### src/rtl/extGatePkg.sv
package extGatePkg;

  // Strobes from the control section to each gate datapath replica
  typedef struct packed {
    logic loadParams;    // copy shadow values into the active registers
    logic restartCount;  // zero the cycle counter
  } gateStrobe_t;

endpackage

### src/rtl/extGateCtrl.sv
module extGateCtrl
  import extGatePkg::*;
#(
  parameter int NUM_GATES = 4,
  parameter int CNT_W     = 16,
  parameter int ADDR_W    = $clog2(NUM_GATES + 1)
) (
  input  logic                                clk,
  input  logic                                rstN,
  input  logic                                cycleStart,
  input  logic                                wrEn,
  input  logic [ADDR_W-1:0]                   wrAddr,
  input  logic [CNT_W-1:0]                    wrData,
  output gateStrobe_t                         strobe,
  output logic [CNT_W-1:0]                    shExt,
  output logic [NUM_GATES-1:0][CNT_W-1:0]     shWidth
);

  localparam logic [ADDR_W-1:0] EXT_ADDR = '0;

  // Shadow copy of the extraction count
  always_ff @(posedge clk or negedge rstN) begin
    if (!rstN) begin
      shExt <= '0;
    end else if (wrEn && (wrAddr == EXT_ADDR)) begin
      shExt <= wrData;
    end
  end

  // Shadow copies of the gate widths; address g+1 selects gate g
  always_ff @(posedge clk or negedge rstN) begin
    if (!rstN) begin
      shWidth <= '0;
    end else if (wrEn) begin
      for (int g = 0; g < NUM_GATES; g++) begin
        if (wrAddr == ADDR_W'(g + 1)) begin
          shWidth[g] <= wrData;
        end
      end
    end
  end

  // A cycle start both restarts counting and commits the shadow values
  always_comb begin
    strobe.loadParams   = cycleStart;
    strobe.restartCount = cycleStart;
  end

endmodule

### src/rtl/extGateSet.sv
module extGateSet
  import extGatePkg::*;
#(
  parameter int NUM_GATES = 4,
  parameter int CNT_W     = 16
) (
  input  logic                            clk,
  input  logic                            rstN,
  input  gateStrobe_t                     strobe,
  input  logic [CNT_W-1:0]                shExt,
  input  logic [NUM_GATES-1:0][CNT_W-1:0] shWidth,
  input  logic                            faultFlip,
  output logic [NUM_GATES-1:0]            gateVec
);

  localparam logic [CNT_W-1:0] CNT_MAX = '1;

  logic [CNT_W-1:0]                cnt;
  logic [CNT_W-1:0]                actExt;
  logic [NUM_GATES-1:0][CNT_W-1:0] actWidth;
  logic [NUM_GATES-1:0]            gateRaw;

  // Cycle counter: restarts on cycle start and stops at its ceiling
  always_ff @(posedge clk or negedge rstN) begin
    if (!rstN) begin
      cnt <= CNT_MAX;
    end else if (strobe.restartCount) begin
      cnt <= '0;
    end else if (cnt != CNT_MAX) begin
      cnt <= cnt + 1'b1;
    end
  end

  // Active parameters, loaded only at a cycle start
  always_ff @(posedge clk or negedge rstN) begin
    if (!rstN) begin
      actExt   <= '0;
      actWidth <= '0;
    end else if (strobe.loadParams) begin
      actExt   <= shExt;
      actWidth <= shWidth;
    end
  end

  // Every gate closes at the extraction count; its opening is counted back
  always_comb begin
    logic [CNT_W-1:0] openAt;
    for (int g = 0; g < NUM_GATES; g++) begin
      openAt     = (actWidth[g] >= actExt) ? '0 : (actExt - actWidth[g]);
      gateRaw[g] = (actWidth[g] != '0) && (cnt >= openAt) && (cnt < actExt);
    end
  end

  assign gateVec = gateRaw ^ {NUM_GATES{faultFlip}};

endmodule

### src/rtl/extGateVote.sv
module extGateVote #(
  parameter int NUM_SETS  = 4,
  parameter int NUM_GATES = 4,
  parameter int SEL_W     = (NUM_SETS > 1) ? $clog2(NUM_SETS) : 1
) (
  input  logic                                clk,
  input  logic                                rstN,
  input  logic [NUM_SETS-1:0][NUM_GATES-1:0]  setVec,
  input  logic                                clrFault,
  output logic [NUM_GATES-1:0]                gateOut,
  output logic [SEL_W-1:0]                    activeSet,
  output logic                                discrepancy
);

  localparam int QUORUM = NUM_SETS / 2;

  logic [NUM_SETS-1:0]  trusted;
  logic                 anyDiff;
  logic                 haveAlt;
  logic [SEL_W-1:0]     fallback;
  logic [NUM_GATES-1:0] chosen;
  logic                 needSwitch;

  // Pairwise agreement among the replicas
  always_comb begin
    int agree;
    anyDiff = 1'b0;
    for (int s = 1; s < NUM_SETS; s++) begin
      if (setVec[s] != setVec[0]) anyDiff = 1'b1;
    end
    for (int s = 0; s < NUM_SETS; s++) begin
      agree = 0;
      for (int o = 0; o < NUM_SETS; o++) begin
        if ((o != s) && (setVec[o] == setVec[s])) agree = agree + 1;
      end
      trusted[s] = (agree >= QUORUM);
    end
  end

  // Lowest-index set that sits in the majority
  always_comb begin
    haveAlt  = 1'b0;
    fallback = '0;
    for (int s = NUM_SETS - 1; s >= 0; s--) begin
      if (trusted[s]) begin
        haveAlt  = 1'b1;
        fallback = SEL_W'(s);
      end
    end
  end

  assign needSwitch = !trusted[activeSet] && haveAlt;
  assign chosen     = needSwitch ? setVec[fallback] : setVec[activeSet];

  always_ff @(posedge clk or negedge rstN) begin
    if (!rstN) begin
      gateOut     <= '0;
      activeSet   <= '0;
      discrepancy <= 1'b0;
    end else begin
      gateOut <= chosen;
      if (needSwitch) activeSet <= fallback;
      if (anyDiff) begin
        discrepancy <= 1'b1;
      end else if (clrFault) begin
        discrepancy <= 1'b0;
      end
    end
  end

endmodule

### src/rtl/extGateBank.sv
module extGateBank
  import extGatePkg::*;
#(
  parameter int  NUM_SETS  = 4,
  parameter int  NUM_GATES = 4,
  parameter int  CNT_W     = 16,
  localparam int ADDR_W    = $clog2(NUM_GATES + 1),
  localparam int SEL_W     = (NUM_SETS > 1) ? $clog2(NUM_SETS) : 1
) (
  input  logic                 clk,
  input  logic                 rstN,
  input  logic                 cycleStart,
  input  logic                 wrEn,
  input  logic [ADDR_W-1:0]    wrAddr,
  input  logic [CNT_W-1:0]     wrData,
  input  logic                 clrFault,
  input  logic [NUM_SETS-1:0]  faultInject,
  output logic [NUM_GATES-1:0] gateOut,
  output logic [SEL_W-1:0]     activeSet,
  output logic                 discrepancy
);

  gateStrobe_t                      strobe;
  logic [CNT_W-1:0]                 shExt;
  logic [NUM_GATES-1:0][CNT_W-1:0]  shWidth;
  logic [NUM_SETS-1:0][NUM_GATES-1:0] setVec;

  extGateCtrl #(
    .NUM_GATES (NUM_GATES),
    .CNT_W     (CNT_W),
    .ADDR_W    (ADDR_W)
  ) u_ctrl (
    .clk        (clk),
    .rstN       (rstN),
    .cycleStart (cycleStart),
    .wrEn       (wrEn),
    .wrAddr     (wrAddr),
    .wrData     (wrData),
    .strobe     (strobe),
    .shExt      (shExt),
    .shWidth    (shWidth)
  );

  for (genvar s = 0; s < NUM_SETS; s++) begin : g_set
    extGateSet #(
      .NUM_GATES (NUM_GATES),
      .CNT_W     (CNT_W)
    ) u_set (
      .clk       (clk),
      .rstN      (rstN),
      .strobe    (strobe),
      .shExt     (shExt),
      .shWidth   (shWidth),
      .faultFlip (faultInject[s]),
      .gateVec   (setVec[s])
    );
  end

  extGateVote #(
    .NUM_SETS  (NUM_SETS),
    .NUM_GATES (NUM_GATES),
    .SEL_W     (SEL_W)
  ) u_vote (
    .clk         (clk),
    .rstN        (rstN),
    .setVec      (setVec),
    .clrFault    (clrFault),
    .gateOut     (gateOut),
    .activeSet   (activeSet),
    .discrepancy (discrepancy)
  );

endmodule

### config.mk
export PLATFORM = sky130hd
export DESIGN_NAME = extGateBank
export DESIGN_NICKNAME = d
export VERILOG_FILES = /design/src/rtl/extGatePkg.sv /design/src/rtl/extGateCtrl.sv /design/src/rtl/extGateSet.sv /design/src/rtl/extGateVote.sv /design/src/rtl/extGateBank.sv
export SDC_FILE = /design/constraint.sdc
export NUM_CORES = 1
export LEC_CHECK = 0
export BUFFER_PORTS_ARGS = -buffer_cell sky130_fd_sc_hd__buf_2
export CAP_MARGIN = 20
export CORE_ASPECT_RATIO = 0.7
export CORE_MARGIN = 3
export CORE_UTILIZATION = 44
export CTS_CLUSTER_DIAMETER = 50
export CTS_CLUSTER_SIZE = 14
export DETAILED_ROUTE_END_ITERATION = 12
export PLACE_DENSITY_LB_ADDON = 0.2
export SLEW_MARGIN = 0
export SYNTH_ARGS = -nofsm -noshare
export SYNTH_HDL_FRONTEND = slang
export SYNTH_SLANG_ARGS = --single-unit
### constraint.sdc
create_clock -name clk -period 17.31 [get_ports clk]
set_input_delay 2.5965 -clock clk [delete_from_list [all_inputs] [get_ports clk]]
set_output_delay 2.5965 -clock clk [all_outputs]
set_load 0.02 [all_outputs]
==> summary.txt <==
Power
  • Leakage: 10.14 nW
  • Max VDD drop: 0.07550 mV
  • Pwr/cell area: between 100 and 150 mW/mm²

Min path
  • Worst Hold Launch: u_ctrl.shWidth[19]
  • Hold Path End: g_set[3].u_set.actWidth[19]
  • Worst Hold Class: register to register
  • Hold Path Depth: 2

Critical path
  • Max FO, Critical Path: 16
  • Critical Path AT: 10.22 ns
  • Crit-path most repeated cell: a21oi_1
  • Flop2flop setup slack: 7.57 ns
  • Worst Path Class, Setup: register to register
  • R2R cell count: 35
  • Worst r2r src: g_set[3].u_set.actExt[0]
  • Crit end category: register
  • Required @ worst endpoint: 17.79 ns
  • Critical Path Source Type: register
  • R2r endpoint: u_vote.gateOut[2]
  • Slowest cell on crit path: a2111oi_1
  • CP max stage delay: ~1.1 ns

STA
  • Setup ws final: about 7.6 ns
  • RSZ-0062 raised after global routing: false
  • F_max: 102.7 MHz
  • Fin Clk Skew: 0.01544 ns
  • Final hold vios: 0
  • Tightest Pin Transition: approximately 1.3 ns
  • Post-Route Setup TNS: 0 ns
  • Final Cycle Share: 0.5626
  • Final setup viols: 0
  • Fin. max-slew vios: 0
  • Max_slew headroom: 0.1618
  • Minimum clock period: 9.738 ns

Yosys
  • Post-Syn Area: a little over 0.02 mm²
  • Post-synthesis net count: 2623
  • Synth Flop Type: dfrtp_1
  • Syn avg cell area: 9.152 µm²
  • Seq cells post-synth: 231
  • Post-synth EDFFs: 0
  • Post-Syn Instances: 2203
  • Post-synth ARST share: 1.000
  • Most common cell in the netlist: ha_1
  • Unique masters post-synth: 74
  • Area leader, netlist: ha_1
  • Yosys warnings: 0
  • Sequential fraction of the synthesis area: 0.2907
  • Synth top area share: 0.2408
  • Synth area leaders: ha_1 24%, dfrtp_1 21%, dfstp_2 8.3%
  • Synth top cells by count: 388 x ha_1, 215 x nand2_1, 172 x o21ai_0

Clock tree
  • H-Tree Depth: 1
  • Cts hold-fix bufs: 0
  • Skew-Pair Late Insertion Delay: 0.57 ns
  • Clock buffer count from CTS: 29
  • CTS Root Cell: clkbuf_16
  • # Post-CTS Setup Buffers: 0
  • Clock Path Buffers: 3
  • Post-CTS Resized: 0
  • CTS tree: done
  • Reg clk slew, reported paths: 0.06 ns
  • Clock sinks: 231

Layout
  • Fin cells: 2848
  • Final Core Density: 0.4942
  • Share of cells above drive strength 1: 0.1181
  • Fillers: 4228
  • Area Overhead vs Synth: 8.930%
  • Final #Nets: 2655

Routing
  • Antenna-violating nets left: 0
  • DRC violations left: 0
  • Drt total wl: 66600 µm
  • Routed length per instance: 23.39 µm
  • Vias: 17110
  • Via-to-Cell Ratio: ~6
  • DR iter-0 viols: 1884
  • Drt pass-1 iters: 5

GRT
  • Initial antenna violation count: 0
  • Global-route wire length before repair: 101100 µm
  • Tot GR Track Use: 0.2765
  • Largest net degree at the start of global routing: 113
  • GRT overflow: 0
  • Vias in the first global route: 16300

Floorplanning
  • Cell row count: 64
  • Die W: roughly 260 µm
  • Core area: 0.04444 mm²
  • Initial Util: 0.4537
  • Die Ht: 185.1 µm
  • # IOs: 35
  • Die Footprint: 0.04847 mm²

Place
  • Placed wire-length estimate: 53020 µm
  • PortBufs: 34
  • Placed Instances: 2794
  • RD Place Congestion: 1.005
  • Worst slack at placement: 7.996 ns

Job
  • Max-cap violations: 0

Run status
  • Status: finished clean
==> metrics by stage <==
step                power (mW)  hold slack, ns  cell area, µm²
floorplan                1.787          0.4476           20160
global placement         2.274          0.4600           20980
detailed placement       2.305          0.4733           20990
CTS                      2.912          0.4817           21900
global route             3.165          0.5103           21960
finish                   2.948          0.4825           21960
==> sequential cells by signal, indices dropped and copies added (netlist names) <==
name,cells
u_ctrl.shExt,16
g_set.u_set.actWidth,64
u_ctrl.shWidth,64
g_set.u_set.cnt,64
g_set.u_set.actExt,16
u_vote.activeSet,2
u_vote.gateOut,4
u_vote.discrepancy,1
==> report_power, final <==
part,internal (mW),total [mW],switching [mW]
sequential,0.631,0.709,0.0780
clock,0.320,0.588,0.268
combinational,0.604,1.65,1.05
==> cells by family after synthesis <==
logic type / share of synthesized area
AOI/OAI and AO/OA: 0.1560
DFF: 0.2907
buffers and inverters: 0.03767
and+or+nand+nor: 0.1558
xor gates and xnor gates: 0.06106
adders and majority gates: 0.2448
muxes: 0.05411
==> area by class of cell <==
type,instances,area [µm²],area share
diodes,2,5.005,0.0002279
clock buffers,32,747.0,0.03401
clock inverters,16,171.4,0.007805
inverters,150,563.0,0.02564
multi-input cells,1774,13560,0.6172
flip-flops and latches,231,5861,0.2668
well taps,594,743.2,0.03384
repair buffers,49,316.6,0.01441
==> cell usage in the layout, fill, tap and decap left out, drive strengths merged, types with 9 or more instances in the layout <==
cell type	n
nand3	73
nand4	58
o21a	13
xor2	65
nand2	215
mux2i	10
clkbuf	33
o21ai	176
or4	9
xnor2	67
ha	388
a2111oi	14
a21oi	151
a211oi	26
nor3	17
o211ai	15
mux2	84
nor2b	23
and3	17
nor4	23
o31ai	11
a31oi	9
nand2b	17
nand3b	26
a21o	29
or3	11
dfstp	64
inv	157
dfrtp	167
buf	48
nor2	136
==> routing by layer <==
metal  routed length (µm)  vias to the layer above  global-route usage
li1                     -                     8097                   -
met1                33670                     8296              0.4375
met2                25100                      645              0.3758
met3                 6716                       70             0.07312
met4                 1118                        0             0.04165
met5                    0                        -                   0
==> worst max-delay path: cells and delay by family (launching register included) <==
family,cells,cell delay (ns)
simple gates,8,1.87
xor+xnor,1,0.17
flops,1,0.43
mux,2,0.44
compound gates,18,5.30
fa+ha+maj,4,1.17
buf+inv,2,0.23
==> worst max-delay path by stage <==
stage               slack [ns]                      from           endpoint  cells after the start
detailed placement        8.00  g_set[3].u_set.actExt[0]  u_vote.gateOut[1]                     35
global placement          8.06  g_set[3].u_set.actExt[0]  u_vote.gateOut[0]                     35
finish                    7.57  g_set[3].u_set.actExt[0]  u_vote.gateOut[2]                     35
floorplan                 9.90  g_set[3].u_set.actExt[0]  u_vote.gateOut[0]                     36
CTS                       7.88  g_set[3].u_set.actExt[0]  u_vote.gateOut[2]                     35
global route              6.96  g_set[3].u_set.actExt[0]  u_vote.gateOut[2]                     35
No activity file was read; power rests on OpenSTA's default activity.
